`src/rtl/pio_seq_pkg.sv`:
```
`timescale 1ns/1ps
package pio_seq_pkg;

  typedef enum logic [2:0] {
    ST_IDLE,
    ST_SETUP,
    ST_PULSE,
    ST_WAIT,
    ST_RECOV
  } pio_state_e;

  // Rounded-up conversion of a nanosecond minimum into clock cycles.
  function automatic int ns2cyc(input int ns, input int clk_ns);
    if (ns <= 0) return 0;
    return (ns + clk_ns - 1) / clk_ns;
  endfunction

  function automatic int imax(input int a, input int b);
    return (a > b) ? a : b;
  endfunction

  // Address valid ahead of the strobe.
  function automatic int addr_lead_ns(input int m);
    case (m)
      0: return 70;
      1: return 50;
      2, 3: return 30;
      default: return 25;
    endcase
  endfunction

  // Strobe active width.
  function automatic int active_ns(input int m);
    case (m)
      0: return 165;
      1: return 125;
      2: return 100;
      3: return 80;
      default: return 70;
    endcase
  endfunction

  // Write data stable before strobe release.
  function automatic int data_lead_ns(input int m);
    case (m)
      0: return 60;
      1: return 45;
      2, 3: return 30;
      default: return 20;
    endcase
  endfunction

  // Write data kept after strobe release.
  function automatic int data_keep_ns(input int m);
    case (m)
      0: return 30;
      1: return 20;
      2: return 15;
      default: return 10;
    endcase
  endfunction

  // Strobe inactive time; the slower modes rely on the cycle minimum alone.
  function automatic int idle_gap_ns(input int m);
    case (m)
      3: return 70;
      4: return 25;
      default: return 0;
    endcase
  endfunction

  // Whole cycle minimum.
  function automatic int period_ns(input int m);
    case (m)
      0: return 600;
      1: return 383;
      2: return 240;
      3: return 180;
      default: return 120;
    endcase
  endfunction

endpackage

```
`src/rtl/pio_mode_timing.sv`:
```
`timescale 1ns/1ps
module pio_mode_timing
  import pio_seq_pkg::*;
#(
  parameter int CLK_NS    = 4,
  parameter int NUM_MODES = 5,
  parameter int MW        = 3,
  parameter int CW        = 8
) (
  input  logic [MW-1:0] mode_i,
  output logic [CW-1:0] setup_o,
  output logic [CW-1:0] pulse_o,
  output logic [CW-1:0] recov_o
);

  logic [CW-1:0] s_tab [NUM_MODES];
  logic [CW-1:0] p_tab [NUM_MODES];
  logic [CW-1:0] r_tab [NUM_MODES];

  for (genvar m = 0; m < NUM_MODES; m++) begin : g_mode
    localparam int S_C  = imax(1, ns2cyc(addr_lead_ns(m), CLK_NS));
    localparam int R_C  = imax(1, imax(ns2cyc(idle_gap_ns(m), CLK_NS),
                                       ns2cyc(data_keep_ns(m), CLK_NS)));
    localparam int PW_C = imax(1, imax(ns2cyc(active_ns(m), CLK_NS),
                                       ns2cyc(data_lead_ns(m), CLK_NS)));
    localparam int CY_C = ns2cyc(period_ns(m), CLK_NS);
    localparam int P_C  = (S_C + PW_C + R_C >= CY_C) ? PW_C : (CY_C - S_C - R_C);
    assign s_tab[m] = CW'(S_C);
    assign p_tab[m] = CW'(P_C);
    assign r_tab[m] = CW'(R_C);
  end

  logic [MW-1:0] idx;
  assign idx = (int'(mode_i) >= NUM_MODES) ? MW'(NUM_MODES - 1) : mode_i;

  assign setup_o = s_tab[idx];
  assign pulse_o = p_tab[idx];
  assign recov_o = r_tab[idx];

endmodule

```
`src/rtl/pio_rdy_sync.sv`:
```
`timescale 1ns/1ps
module pio_rdy_sync #(
  parameter int STAGES = 2
) (
  input  logic clk,
  input  logic rst,
  input  logic d_i,
  output logic q_o
);

  logic [STAGES-1:0] sh;

  always_ff @(posedge clk) begin
    if (rst) sh <= '1;
    else     sh <= {sh[STAGES-2:0], d_i};
  end

  assign q_o = sh[STAGES-1];

endmodule

```
`src/rtl/pio_cycle_seq.sv`:
```
`timescale 1ns/1ps
module pio_cycle_seq
  import pio_seq_pkg::*;
#(
  parameter int CLK_NS        = 4,
  parameter int DW            = 16,
  parameter int AW            = 5,
  parameter int MW            = 3,
  parameter int CW            = 8,
  parameter int TW            = 16,
  parameter int NUM_MODES     = 5,
  parameter int RDY_SAMPLE_NS = 35,
  parameter int SYNC_STAGES   = 2
) (
  input  logic          clk,
  input  logic          rst,
  input  logic          req_valid,
  input  logic          req_write,
  input  logic          req_wide,
  input  logic [AW-1:0] req_addr,
  input  logic [DW-1:0] req_wdata,
  input  logic [MW-1:0] req_mode,
  input  logic          strobe_pol,
  input  logic          tmo_en,
  input  logic [TW-1:0] tmo_limit,
  output logic          rsp_ack,
  output logic [DW-1:0] rsp_rdata,
  output logic          rsp_timeout,
  output logic [AW-1:0] bus_addr,
  output logic          bus_rd_stb,
  output logic          bus_wr_stb,
  output logic [DW-1:0] bus_dq_o,
  output logic          bus_dq_oe,
  input  logic [DW-1:0] bus_dq_i,
  input  logic          bus_ready
);

  localparam int NW      = DW / 2;
  localparam int RDY_CYC = imax(1, ns2cyc(RDY_SAMPLE_NS, CLK_NS));

  pio_state_e    state;
  logic [CW-1:0] cnt;
  logic [TW-1:0] tcnt;
  logic [CW-1:0] pulse_q, recov_q;
  logic [CW-1:0] setup_c, pulse_c, recov_c;
  logic          is_wr, is_wide, stretch, tflag, strb_on;
  logic          rdy_s;

  pio_mode_timing #(
    .CLK_NS(CLK_NS), .NUM_MODES(NUM_MODES), .MW(MW), .CW(CW)
  ) u_timing (
    .mode_i (req_mode),
    .setup_o(setup_c),
    .pulse_o(pulse_c),
    .recov_o(recov_c)
  );

  pio_rdy_sync #(.STAGES(SYNC_STAGES)) u_rdy (
    .clk(clk), .rst(rst), .d_i(bus_ready), .q_o(rdy_s)
  );

  logic accept, sample_now, stretch_eff, pulse_last, tmo_hit, end_now;

  always_comb begin
    accept      = (state == ST_IDLE) && req_valid && !rsp_ack;
    sample_now  = (state == ST_PULSE) && (cnt == CW'(RDY_CYC - 1));
    stretch_eff = sample_now ? !rdy_s : stretch;
    pulse_last  = (state == ST_PULSE) && (cnt == pulse_q - 1'b1);
    tmo_hit     = tmo_en && (tcnt == tmo_limit);
    end_now     = (pulse_last && !(stretch_eff && !rdy_s)) ||
                  ((state == ST_WAIT) && (rdy_s || tmo_hit));
  end

  always_ff @(posedge clk) begin
    if (rst) begin
      state       <= ST_IDLE;
      cnt         <= '0;
      tcnt        <= '0;
      pulse_q     <= '0;
      recov_q     <= '0;
      is_wr       <= 1'b0;
      is_wide     <= 1'b0;
      stretch     <= 1'b0;
      tflag       <= 1'b0;
      strb_on     <= 1'b0;
      rsp_ack     <= 1'b0;
      rsp_rdata   <= '0;
      rsp_timeout <= 1'b0;
      bus_addr    <= '0;
      bus_dq_o    <= '0;
      bus_dq_oe   <= 1'b0;
    end else begin
      rsp_ack     <= 1'b0;
      rsp_timeout <= 1'b0;
      if (sample_now) stretch <= !rdy_s;
      if (end_now) begin
        strb_on <= 1'b0;
        cnt     <= recov_q - 1'b1;
        state   <= ST_RECOV;
        if ((state == ST_WAIT) && !rdy_s) tflag <= 1'b1;
        if (!is_wr)
          rsp_rdata <= is_wide ? bus_dq_i : {{NW{1'b0}}, bus_dq_i[NW-1:0]};
      end else begin
        case (state)
          ST_IDLE: begin
            if (accept) begin
              bus_addr  <= req_addr;
              is_wr     <= req_write;
              is_wide   <= req_wide;
              bus_dq_o  <= req_wide ? req_wdata : {{NW{1'b0}}, req_wdata[NW-1:0]};
              bus_dq_oe <= req_write;
              cnt       <= setup_c - 1'b1;
              pulse_q   <= pulse_c;
              recov_q   <= recov_c;
              stretch   <= 1'b0;
              tflag     <= 1'b0;
              state     <= ST_SETUP;
            end
          end
          ST_SETUP: begin
            if (cnt == '0) begin
              strb_on <= 1'b1;
              cnt     <= '0;
              state   <= ST_PULSE;
            end else begin
              cnt <= cnt - 1'b1;
            end
          end
          ST_PULSE: begin
            if (pulse_last) begin
              tcnt  <= '0;
              state <= ST_WAIT;
            end else begin
              cnt <= cnt + 1'b1;
            end
          end
          ST_WAIT: begin
            tcnt <= tcnt + 1'b1;
          end
          ST_RECOV: begin
            if (cnt == '0) begin
              bus_dq_oe   <= 1'b0;
              rsp_ack     <= 1'b1;
              rsp_timeout <= tflag;
              state       <= ST_IDLE;
            end else begin
              cnt <= cnt - 1'b1;
            end
          end
          default: state <= ST_IDLE;
        endcase
      end
    end
  end

  logic rd_act, wr_act;
  assign rd_act     = strb_on && !is_wr;
  assign wr_act     = strb_on && is_wr;
  assign bus_rd_stb = strobe_pol ? rd_act : !rd_act;
  assign bus_wr_stb = strobe_pol ? wr_act : !wr_act;

endmodule

```
`config.mk`:
```
export PLATFORM = sky130hd
export DESIGN_NAME = pio_cycle_seq
export DESIGN_NICKNAME = d
export VERILOG_FILES = /design/src/rtl/pio_seq_pkg.sv /design/src/rtl/pio_mode_timing.sv /design/src/rtl/pio_rdy_sync.sv /design/src/rtl/pio_cycle_seq.sv
export SDC_FILE = /design/constraint.sdc
export NUM_CORES = 1
export LEC_CHECK = 0
export BUFFER_PORTS_ARGS = -buffer_cell sky130_fd_sc_hd__buf_4
export CAP_MARGIN = 20
export CORE_ASPECT_RATIO = 0.75
export CORE_MARGIN = 5
export CORE_UTILIZATION = 36
export CTS_BUF_LIST = sky130_fd_sc_hd__clkbuf_4
export DETAILED_ROUTE_END_ITERATION = 7
export SYNTH_ARGS = -nofsm -noshare
export SYNTH_HDL_FRONTEND = slang
export SYNTH_HIERARCHICAL = 1
export SYNTH_SLANG_ARGS = --single-unit
```
`constraint.sdc`:
```
create_clock -name clk -period 6.9 [get_ports clk]
set_input_delay 1.035 -clock clk [delete_from_list [all_inputs] [get_ports clk]]
set_output_delay 1.035 -clock clk [all_outputs]
set_load 0.01 [all_outputs]
```
==> results.yml <==
status:
  outcome: "finished clean"
place:
  pre_cts_slack_ns: 3.16
  dp.final_hpwl_um: 11700
  portBuffers: 105
  place_area_um2: 6060
  place.gp.congestion: 0.890
critical_path:
  cp.required_ns: 7.23
  end_kind: "register"
  cp.arrival_ns: 3.49
  timing.critical_path.mode_cell: "nand2_1"
  critPathKind: "register to register"
  path_cells: "inv_1, ha_1, xnor2_1, nand2_1, a31oi_1, and4_4, nand2_1, a21oi_1, o21ai_0"
  startpoint_type: "register"
  cp_slowest_cell: "a21oi_1"
  critPathMaxStageDelay_ns: 0.79
  path_max_fanout: 12
synth:
  yosys_warnings: 6
  synth_top_area_cell: "dfxtp_1"
  synthArstFlopShare_pct: 0
  netlist_instances: 697
  yosys-top-cells-area: "dfxtp_1, nand2_1, a21oi_1, o21ai_0, xnor2_1"
  yosysUniqueCellTypes: 63
  synth_edf_count: 0
  synth_flop_cell: "dfxtp_1"
  synth.yosys.seq_area_share_pct: 34.1
  synth_top_area_share_pct: 34.1
  synth.ff_latch_count: 90
  syn-cell-area_um2: 5280
  avgSynthCellArea_um2: 7.58
grt:
  gr-total-overflow: 0
  grt_pass1_wl_um: 25700
  grt_pass1_vias: 4999
  gr-usage-all-layers_pct: 18.5
  antenna_found_initial: 0
  grt_max_degree: 75
layout:
  antenna_cells: 0
  final_cell_mix: "buf_4, nand2_1, dfxtp_1"
  syn_to_final_growth_pct: 17.8
  final_common_cell: "buf_4"
  design_area_um2: 6220
  drive_above_1_share_pct: 18.2
  nFillCells: 1468
  num-nets-final: 839
floorplan:
  die-width_um: 150
  die_area_um2: 17200
  core-area_um2: 14400
  start_util_pct: 36.7
  ios: 106
  rows: 38
  die_height_um: 115
timing:
  period_share_pct: 45.8
  layout_min_cycle_time_ns: 3.16
  worst_pin_slew_ns: 0.904
  finClkSkew_ns: 0.0233
  hold_viol: 0
  worst_slack_ns: 3.74
  final-setup-viol-count: 0
  grt_setup_unrepaired: "false"
  maxSlewHeadroom_pct: 39.2
  fmaxAchievable_mhz: 316
  report.final.slew_viol_count: 0
  finalSetupTns_ns: 0
detailed_routing:
  wl_met3_um: 1530
  wl_um: 16300
  wirelength_met1_um: 7710
  num_vias: 5262
  firstDrtPassIters: 5
  drt_iter0_markers: 416
  ant_nets: 0
  top_layer: "met4"
  via_per_inst: 5.44
  drc_errors: 0
  wl_per_cell_um: 16.8
  dr_wl_met2_um: 6850
cts:
  clkLatencyLatePin_ns: 0.47
  cts_max_level: 3
  clockRootBuffer: "clkbuf_4"
  cts_hold_buf: 0
  clk_pin_slew_ns: 0.18
  cts_inserted_buffers: 9
  tritoncts: "built"
  post_cts_buffers: 0
  clock_path_buffers: 2
  clock-sinks: 90
  cts_resized: 0
pwr:
  p_per_area_nw_per_um2: 294
  power_mw: 1.83
  peakVddDrop_v: 0.000122
  p_leak_nw: 2.40
min_path:
  hold_class: "register to register"
flow_run:
  drv_cap: 0
[report_power, final]
group	total (mW)	internal, mW	switching (mW)
Sequential	0.704	0.587	0.117
Combinational	0.811	0.319	0.492
Clock	0.313	0.0879	0.225
Total	1.83	0.994	0.833
[per-layer routing]
layer  vias up  GRT usage, %
met4         0          3.84
met2       204          27.7
met5         -             0
met1      2479          25.9
met3        13          6.38
li1       2566             -
[cells by family after synthesis]
family | Yosys count | share of synthesized area (%)
buffers and inverters | 83 | 7.60
adder cells (fa/ha/maj) | 12 | 2.84
AO/OA/AOI/OAI | 174 | 20.0
multiplexers | 2 | 0.403
flip-flops | 90 | 34.1
AND/OR/NAND/NOR | 293 | 28.0
XOR/XNOR | 42 | 6.96
other | 1 | 0.0710
[worst max-delay path, delay by kind of cell, from the launching register on]
kind / cells / cell delay (ns)
AO/OA/AOI/OAI: 3 / 1.31
XOR/XNOR: 1 / 0.17
adder cells (fa/ha/maj): 1 / 0.31
buffers and inverters: 1 / 0.08
flip-flops: 1 / 0.50
AND/OR/NAND/NOR: 3 / 0.66
[sequential cells by signal (all words and copies together), names as in the netlist, 2 cells and up]
register,flops
bus_addr,5
bus_dq_o,16
cnt,8
pulse_q,8
recov_q,8
rsp_rdata,16
state,3
tcnt,16
u_rdy/sh,2
[path summary, 6_finish.rpt]
kind | start | endpoint | slack [ns] | cells after the start
worst min-delay path | u_rdy/sh[0]$_SDFF_PP1_ | u_rdy/sh[1]$_SDFF_PP1_ | 0.44 | 1
worst max register to register | pulse_q[0]$_SDFFE_PP0P_ | tcnt[1]$_SDFFE_PP0P_ | 3.74 | 9
worst min register to register | u_rdy/sh[0]$_SDFF_PP1_ | u_rdy/sh[1]$_SDFF_PP1_ | 0.44 | 1
worst max-delay path | pulse_q[0]$_SDFFE_PP0P_ | tcnt[1]$_SDFFE_PP0P_ | 3.74 | 9
[synthesized netlist by cell type, types with 16 or more instances]
library cell and instances:
dfxtp_1 90, nand4_1 16, nor3_1 22, xor2_1 21, o21ai_0 37, nor2_1 34
nand3_1 36, a21oi_1 75, nand2b_1 19, xnor2_1 21, clkbuf_1 37, nand2_1 102
inv_1 20
[per-stage QoR]
step,cells,hold WS [ns],util [%]
2_1_floorplan,704,0.383,-
3_3_place_gp,951,0.397,42.1
3_5_place_dp,951,0.413,42.1
4_1_cts,967,0.456,43.1
5_1_grt,968,0.474,43.2
6_report,968,0.444,43.2
[area by class of cell]
type | instances | area, um^2 | area share (%)
flip-flops and latches | 90 | 1800 | 29.0
clock buffers | 9 | 67.6 | 1.09
multi-input cells | 531 | 3110 | 50.0
inverters | 20 | 75.1 | 1.21
clock inverters | 7 | 81.3 | 1.31
repair buffers | 111 | 833 | 13.4
well taps | 200 | 250 | 4.02
Power figures use the tool's default switching activity.
